<file path="config.mk">
export PLATFORM = sky130hd
export DESIGN_NAME = prescaled_timebase
export DESIGN_NICKNAME = d
export VERILOG_FILES = /design/src/rtl/tbc_pkg.sv /design/src/rtl/tbc_cfg_regs.sv /design/src/rtl/tbc_frac_accum.sv /design/src/rtl/tbc_count.sv /design/src/rtl/prescaled_timebase.sv
export SDC_FILE = /design/constraint.sdc
export NUM_CORES = 1
export LEC_CHECK = 0
export ABC_AREA = 1
export BUFFER_PORTS_ARGS = -buffer_cell sky130_fd_sc_hd__buf_2
export CORE_MARGIN = 2
export CORE_UTILIZATION = 35
export DETAILED_ROUTE_END_ITERATION = 6
export GPL_TIMING_DRIVEN = 0
export SYNTH_ARGS = -nofsm -noshare
export SYNTH_HDL_FRONTEND = slang
export SYNTH_HIERARCHICAL = 1
export SYNTH_SLANG_ARGS = --single-unit
</file>
<file path="constraint.sdc">
create_clock -name clk -period 6.59 [get_ports clk]
set_input_delay 0.659 -clock clk [delete_from_list [all_inputs] [get_ports clk]]
set_output_delay 0.659 -clock clk [all_outputs]
set_load 0.02 [all_outputs]
</file>
<file path="src/rtl/tbc_pkg.sv">
package tbc_pkg;

    typedef enum logic {
        SRC_XTAL = 1'b0,
        SRC_ALT  = 1'b1
    } tb_src_e;

endpackage

</file>
<file path="src/rtl/tbc_cfg_regs.sv">
module tbc_cfg_regs
    import tbc_pkg::*;
#(
    parameter int unsigned PRE_W    = 32,
    parameter int unsigned SRC_BIT  = 8,
    parameter int unsigned STEP_BIT = 9
) (
    input  logic             clk,
    input  logic             rst_n,
    input  logic             ctrl_we,
    input  logic             pre_we,
    input  logic [PRE_W-1:0] wdata,
    output tb_src_e          src,
    output logic             step2,
    output logic [PRE_W-1:0] pre
);

    localparam logic [PRE_W-1:0] PRE_RST = {1'b1, {(PRE_W-1){1'b0}}};

    always_ff @(posedge clk) begin
        if (!rst_n) begin
            src   <= SRC_XTAL;
            step2 <= 1'b0;
            pre   <= PRE_RST;
        end else begin
            if (ctrl_we) begin
                src   <= tb_src_e'(wdata[SRC_BIT]);
                step2 <= wdata[STEP_BIT];
            end
            if (pre_we) begin
                pre <= wdata;
            end
        end
    end

    // a prescaler write is held from the next cycle on
    assert_pre_load_R8: assert property (@(posedge clk) disable iff (!rst_n)
        pre_we |=> (pre == $past(wdata)));

endmodule

</file>
<file path="src/rtl/tbc_frac_accum.sv">
module tbc_frac_accum #(
    parameter int unsigned PRE_W = 32
) (
    input  logic             clk,
    input  logic             rst_n,
    input  logic             tick,
    input  logic [PRE_W-1:0] pre,
    output logic             bump,
    output logic             owed
);

    localparam int unsigned ACC_W = PRE_W + 2;
    localparam logic [ACC_W:0] HALF    = (ACC_W+1)'(1) << (PRE_W - 1);
    localparam logic [ACC_W:0] ACC_MAX = {1'b0, {ACC_W{1'b1}}};

    logic [ACC_W-1:0] acc_q;
    logic [ACC_W-1:0] acc_d;
    logic [ACC_W:0]   sum;
    logic [ACC_W:0]   rem;

    always_comb begin
        sum  = {1'b0, acc_q} + (tick ? (ACC_W+1)'(pre) : '0);
        bump = (sum >= HALF);
        rem  = bump ? (sum - HALF) : sum;
        if (rem > ACC_MAX) begin
            rem = ACC_MAX;
        end
        acc_d = rem[ACC_W-1:0];
        owed  = ({1'b0, acc_q} >= HALF);
    end

    always_ff @(posedge clk) begin
        if (!rst_n) begin
            acc_q <= '0;
        end else begin
            acc_q <= acc_d;
        end
    end

    // with nothing owed and no tick, no increment is produced
    assert_no_free_bump_R4: assert property (@(posedge clk) disable iff (!rst_n)
        (!tick && !owed) |-> !bump);

endmodule

</file>
<file path="src/rtl/tbc_count.sv">
module tbc_count #(
    parameter int unsigned CNT_W = 64
) (
    input  logic             clk,
    input  logic             rst_n,
    input  logic             bump,
    input  logic             step2,
    output logic [CNT_W-1:0] count,
    output logic             inc
);

    localparam logic [CNT_W-1:0] ONE = CNT_W'(1);
    localparam logic [CNT_W-1:0] TWO = CNT_W'(2);

    always_ff @(posedge clk) begin
        if (!rst_n) begin
            count <= '0;
            inc   <= 1'b0;
        end else begin
            inc <= bump;
            if (bump) begin
                count <= count + (step2 ? TWO : ONE);
            end
        end
    end

    // the count only moves alongside the strobe
    assert_move_with_strobe_R6: assert property (@(posedge clk) disable iff (!rst_n)
        !$stable(count) |-> inc);

    // each increment adds exactly one or two
    assert_step_size_R3: assert property (@(posedge clk) disable iff (!rst_n)
        inc |-> (((count - $past(count)) == ONE) || ((count - $past(count)) == TWO)));

endmodule

</file>
<file path="src/rtl/prescaled_timebase.sv">
module prescaled_timebase
    import tbc_pkg::*;
#(
    parameter int unsigned PRE_W    = 32,
    parameter int unsigned CNT_W    = 64,
    parameter int unsigned SRC_BIT  = 8,
    parameter int unsigned STEP_BIT = 9
) (
    input  logic             clk,
    input  logic             rst_n,
    input  logic             xtal_tick_i,
    input  logic             alt_tick_i,
    input  logic             ctrl_we_i,
    input  logic             pre_we_i,
    input  logic [PRE_W-1:0] wdata_i,
    output logic [CNT_W-1:0] count_o,
    output logic             inc_o
);

    tb_src_e          src;
    logic             step2;
    logic [PRE_W-1:0] pre;
    logic             sel_tick;
    logic             bump;
    logic             owed;

    tbc_cfg_regs #(
        .PRE_W   (PRE_W),
        .SRC_BIT (SRC_BIT),
        .STEP_BIT(STEP_BIT)
    ) u_cfg (
        .clk    (clk),
        .rst_n  (rst_n),
        .ctrl_we(ctrl_we_i),
        .pre_we (pre_we_i),
        .wdata  (wdata_i),
        .src    (src),
        .step2  (step2),
        .pre    (pre)
    );

    always_comb begin
        unique case (src)
            SRC_XTAL: sel_tick = xtal_tick_i;
            SRC_ALT:  sel_tick = alt_tick_i;
            default:  sel_tick = 1'b0;
        endcase
    end

    tbc_frac_accum #(
        .PRE_W(PRE_W)
    ) u_acc (
        .clk  (clk),
        .rst_n(rst_n),
        .tick (sel_tick),
        .pre  (pre),
        .bump (bump),
        .owed (owed)
    );

    tbc_count #(
        .CNT_W(CNT_W)
    ) u_cnt (
        .clk  (clk),
        .rst_n(rst_n),
        .bump (bump),
        .step2(step2),
        .count(count_o),
        .inc  (inc_o)
    );

    // an owed remainder is paid out on the following strobe
    assert_owed_paid_R7: assert property (@(posedge clk) disable iff (!rst_n)
        owed |=> inc_o);

    // idle and nothing owed means no strobe after the edge
    assert_idle_quiet_R4: assert property (@(posedge clk) disable iff (!rst_n)
        (!sel_tick && !owed) |=> !inc_o);

endmodule

</file>
==> flow_summary.yaml, run 1 <==
place:
  gp_congestion: 0.938
  dpl.hpwl_um: 24200
  port_buffers: 101
pwr:
  leakage_nw: 5.77
  p_per_area_mw_per_mm2: 290
  total_power_w: 0.00325
  ir_drop_mv: 0.222
sta:
  maxSlewHeadroom_pct: 47.6
  skew_ps: 11.5
  min_period_ps: 5100
  grt_setup_unrepaired: "no"
  worstMarginPinSlew_ps: 786
  final-setup-viol-count: 0
  final-hold-violation-count: 0
  fin_setup_tns_ps: 0
  whs_ps: 456
  drv_slew: 0
  max_freq_ghz: 0.196
  period_share_pct: 77.4
grt:
  antenna_found_initial: 0
  grt_max_degree: 17
  grt_pass1_wl_um: 47700
  first_global_vias: 9757
  track_usage_pct: 20.9
  grt_overflow: 0
clocking:
  cts_root_buf: "clkbuf_16"
  htree_levels: 4
  cts_buffers: 17
  cts_sinks: 133
  cts_tree: "yes"
  clk_latency_ps: 430
  cts_hold_buf: 0
  clkTransAtPathRegs_ps: 60
  clockBufferDepth: 2
  cts-resized-gates: 0
  cts_setup_buffers: 0
worst_setup_path:
  r2r-start: "u_cfg/src$_SDFFE_PN0P_"
  slowest_delay_ps: 420
  cpMostUsedCell: "nand2_1"
  r2r-end: "u_cnt/count[52]$_SDFFE_PN0P_"
  reg2regPathDepth: 31
  r2r_slack_ps: 1490
  cp.arrival_ps: 5420
  critPathMaxFanout: 10
  crit_required_ps: 6910
  path_class: "flip-flop to flip-flop"
  crit_path_start_kind: "flip-flop"
  slowest_stage: "clkbuf_1"
  cp-end-kind: "flip-flop"
route:
  via_per_inst: 4.81
  wl_per_cell_um: 13.9
  drt_pass1_iterations: 7
  vias: 10400
  initialDrtViolationCount: 624
  wl_um: 30000
  ant_nets: 0
  drc_errors: 0
flow_run:
  max-cap-violations: 0
floorplanning:
  pin_count: 103
  core_mm2: 0.0270
  die-height_um: 170
  initial_core_util_pct: 35.7
  rows: 60
  die_x_um: 170
  die-area_mm2: 0.0289
final_layout:
  layout_commonest_cell: "nand2_1"
  area_delta_synth_final_pct: 16.3
  nets: 1879
  layout_common_cells: "nand2_1, inv_1, nor2_1, dfxtp_1, buf_2"
  diodes: 0
  drive_above_1_share_pct: 11.8
logic_synthesis:
  synth_area_mm2: 0.00964
  synth_fp_nets: 1759
  syn_inst: 1684
  synth.avg_cell_area_um2: 5.72
  yosysWarningCount: 6
hold_path:
  min_to: "u_cfg/pre[31]$_SDFFE_PN1P_"
  hold_depth: 3
  hp-class: "input pin to flip-flop"
  hold_start: "wdata_i[31]"
status:
  status: "finished, final reports clean"
==> worst max-delay path: cells and delay by family (launching register included) <==
kind,cells,cell delay (ps)
simple gates,22,2710
compound gates,1,290
flops,1,360
fa+ha+maj,2,580
buf+inv,6,1010
==> flip-flops by register name (all words and copies together) (netlist names) <==
| name | cells |
|---|---|
| u_cnt/count | 64 |
| u_cfg/step2 | 1 |
| u_cnt/inc | 1 |
| u_cfg/pre | 32 |
| u_cfg/src | 1 |
| u_acc/acc_q | 34 |
==> per-layer routing <==
layer,part of all wire (%),track usage (%),vias up
met5,0,0,-
met4,3.4,9.25,0
met3,5.2,3.81,54
met2,48,36.5,240
met1,44,25.1,4727
li1,-,-,5363
==> cell type report <==
type	count	area (um2)
clock buffer	20	467
sequential	133	2660
buffer	30	200
timing repair buffer	101	505
inverter	300	1130
tap	341	427
multi-input combinational	1221	5650
clock inverter	12	176
fill	2982	15800
==> power breakdown <==
group          internal (W)  switching (W)  total [W]
clock              0.000662       0.000384    0.00105
sequential         0.000932      0.0000521   0.000984
combinational      0.000408       0.000815    0.00122
total               0.00200        0.00125    0.00325
==> worst max-delay path by stage <==
stage | startpoint | endpoint | depth (start not counted) | slack (ps)
6_report | u_cfg/src$_SDFFE_PN0P_ | u_cnt/count[52]$_SDFFE_PN0P_ | 31 | 1490
5_1_grt | u_cfg/src$_SDFFE_PN0P_ | u_cnt/count[52]$_SDFFE_PN0P_ | 31 | 1010
4_1_cts | u_cfg/src$_SDFFE_PN0P_ | u_cnt/count[52]$_SDFFE_PN0P_ | 31 | 1510
3_5_place_dp | alt_tick_i | u_cnt/count[52]$_SDFFE_PN0P_ | 32 | 1160
3_3_place_gp | alt_tick_i | u_cnt/count[56]$_SDFFE_PN0P_ | 32 | 1230
2_1_floorplan | alt_tick_i | u_cnt/count[52]$_SDFFE_PN0P_ | 31 | 2570
==> through the flow <==
stage	setup slack (ps)	area (um2)	std cells	util (%)
after global routing	1010	11200	2158	41.5
after floorplan	2570	9640	1684	-
after global placement	1230	10600	2126	39.1
final	1490	11200	2158	41.5
after CTS	1510	11200	2158	41.5
after detailed placement	1160	10600	2126	39.1
Power figures use the tool's default switching activity.
==> inputs of run 2 (changes only) <==
- clock period: 6.59 -> 4.5 ns (I/O delays scaled with it)
==> flow_summary.yaml, run 2 (same netlist as run 1, synthesis figures left out) <==
worst_setup_path:
  r2r-start: "u_cfg/src$_SDFFE_PN0P_"
  cpMostUsedCell: "nand2_1"
  critPathMaxFanout: 10
  r2r_slack_ps: 290
  cp.arrival_ps: 4510
  crit_path_start_kind: "flip-flop"
  crit_family: "simple AND/OR/NAND/NOR gates"
  critPathBufInv: 7
  slowest_delay_ps: 350
  reg2regPathDepth: 31
  path_class: "flip-flop to flip-flop"
  crit_required_ps: 4800
  slowest_stage: "fa_2"
  cp-end-kind: "flip-flop"
  r2r-end: "u_cnt/count[40]$_SDFFE_PN0P_"
grt:
  use_met3_pct: 3.81
  grt_max_degree: 17
  first_global_vias: 9763
  met2_usage_pct: 36.5
  track_usage_pct: 20.9
  use_met1_pct: 25.1
  grt_overflow: 0
  grt-busiest-layer: "met2"
  grt_pass1_wl_um: 47700
  antenna_found_initial: 0
hold_path:
  hp-class: "input pin to flip-flop"
  min_to: "u_cfg/pre[31]$_SDFFE_PN1P_"
  hold_start: "wdata_i[31]"
  hold_depth: 3
clocking:
  clkTransAtPathRegs_ps: 60
  cts_root_buf: "clkbuf_16"
  cts_buffers: 17
  cts_tree: "yes"
  htree_levels: 4
  cts_sinks: 133
  clockBufferDepth: 2
  clk_latency_ps: 430
final_layout:
  drive_above_1_share_pct: 12.8
  diodes: 0
  layout_common_cells: "nand2_1, inv_1, nor2_1, dfxtp_1, buf_2"
  nets: 1882
  top_register: "u_cnt/count"
  largest_reg_flops: 64
  post-route-util_pct: 41.9
  area_delta_synth_final_pct: 17.4
  design_area_mm2: 0.0113
  top_regs: "u_cnt/count: 64 flops, u_acc/acc_q: 34 flops, u_cfg/pre: 32 flops"
  layoutNonFillerInstCount: 2161
  layout_commonest_cell: "nand2_1"
sta:
  fin_setup_tns_ps: 0
  max_freq_ghz: 0.238
  worstMarginPinSlew_ps: 757
  final-setup-viol-count: 0
  maxSlewHeadroom_pct: 49.5
  period_share_pct: 93.5
  min_period_ps: 4210
  drv_slew: 0
  post-route-worst-setup-slack_ps: 291
  skew_ps: 11.3
  final-hold-violation-count: 0
route:
  ant_nets: 0
  drt_pass1_iterations: 5
  initialDrtViolationCount: 641
  via_per_inst: 4.84
  wl_um: 30100
  wl_per_cell_um: 13.9
  vias: 10500
  drc_errors: 0
floorplanning:
  die-height_um: 170
  die-area_mm2: 0.0289
  core_mm2: 0.0270
  pin_count: 103
  rows: 60
  initial_core_util_pct: 35.7
  die_x_um: 170
place:
  dpl.hpwl_um: 24200
  dpl.cell_count: 2126
  port_buffers: 101
  dp_slack_ps: -724
  placed_area_mm2: 0.0106
  gp_congestion: 0.938
pwr:
  leakage_nw: 5.81
  p_per_area_mw_per_mm2: 425
  ir_drop_mv: 0.319
flow_run:
  max-cap-violations: 0
status:
  status: "finished, final reports clean"
==> run 2: stage by stage <==
stage	total power, W	hold slack [ps]
final	0.00481	246
after global routing	0.00510	244
after CTS	0.00480	242
after detailed placement	0.00324	464
after global placement	0.00321	462
after floorplan	0.00276	428
==> run 2: how the worst max path moves through the flow <==
stage | startpoint | cells past startpoint | slack (ps) | end
6_report | u_cfg/src$_SDFFE_PN0P_ | 31 | 290 | u_cnt/count[40]$_SDFFE_PN0P_
5_1_grt | u_cfg/src$_SDFFE_PN0P_ | 32 | -9 | u_cnt/count[52]$_SDFFE_PN0P_
4_1_cts | u_cfg/src$_SDFFE_PN0P_ | 31 | 30 | u_cnt/count[52]$_SDFFE_PN0P_
3_5_place_dp | alt_tick_i | 32 | -720 | u_cnt/count[52]$_SDFFE_PN0P_
3_3_place_gp | alt_tick_i | 32 | -650 | u_cnt/count[56]$_SDFFE_PN0P_
2_1_floorplan | alt_tick_i | 31 | 690 | u_cnt/count[52]$_SDFFE_PN0P_
==> run 2: cell type report <==
class	count	area, um2
fill	2977	15700
multi-input combinational	1221	5700
sequential	133	2660
inverter	300	1130
timing repair buffer	104	528
clock buffer	20	467
tap	341	427
buffer	30	224
clock inverter	12	176
==> run 2: worst min-delay path: stages <==
cell,delay (ps)
buf_2,80
nand2_1,40
nand3_1,60
==> run 2: layer usage <==
metal / up-vias / share of wire [%]
met5: - / 0
met4: 0 / 3.2
met3: 52 / 5.7
met2: 296 / 48
met1: 4746 / 43
li1: 5363 / -
==> run 2: report_power, final <==
| group | switching [W] | leakage (nW) | internal, W |
|---|---|---|---|
| Sequential | 0.0000760 | 1.09 | 0.00136 |
| Clock | 0.000565 | 0.300 | 0.000970 |
| Combinational | 0.00120 | 4.42 | 0.000628 |
==> run 2: what timing repair did <==
action,CTS,global route
resized for setup,9,19
pin swaps,1,4
setup endpoints to repair,63,48
hold buffers,0,0
setup buffers,1,2
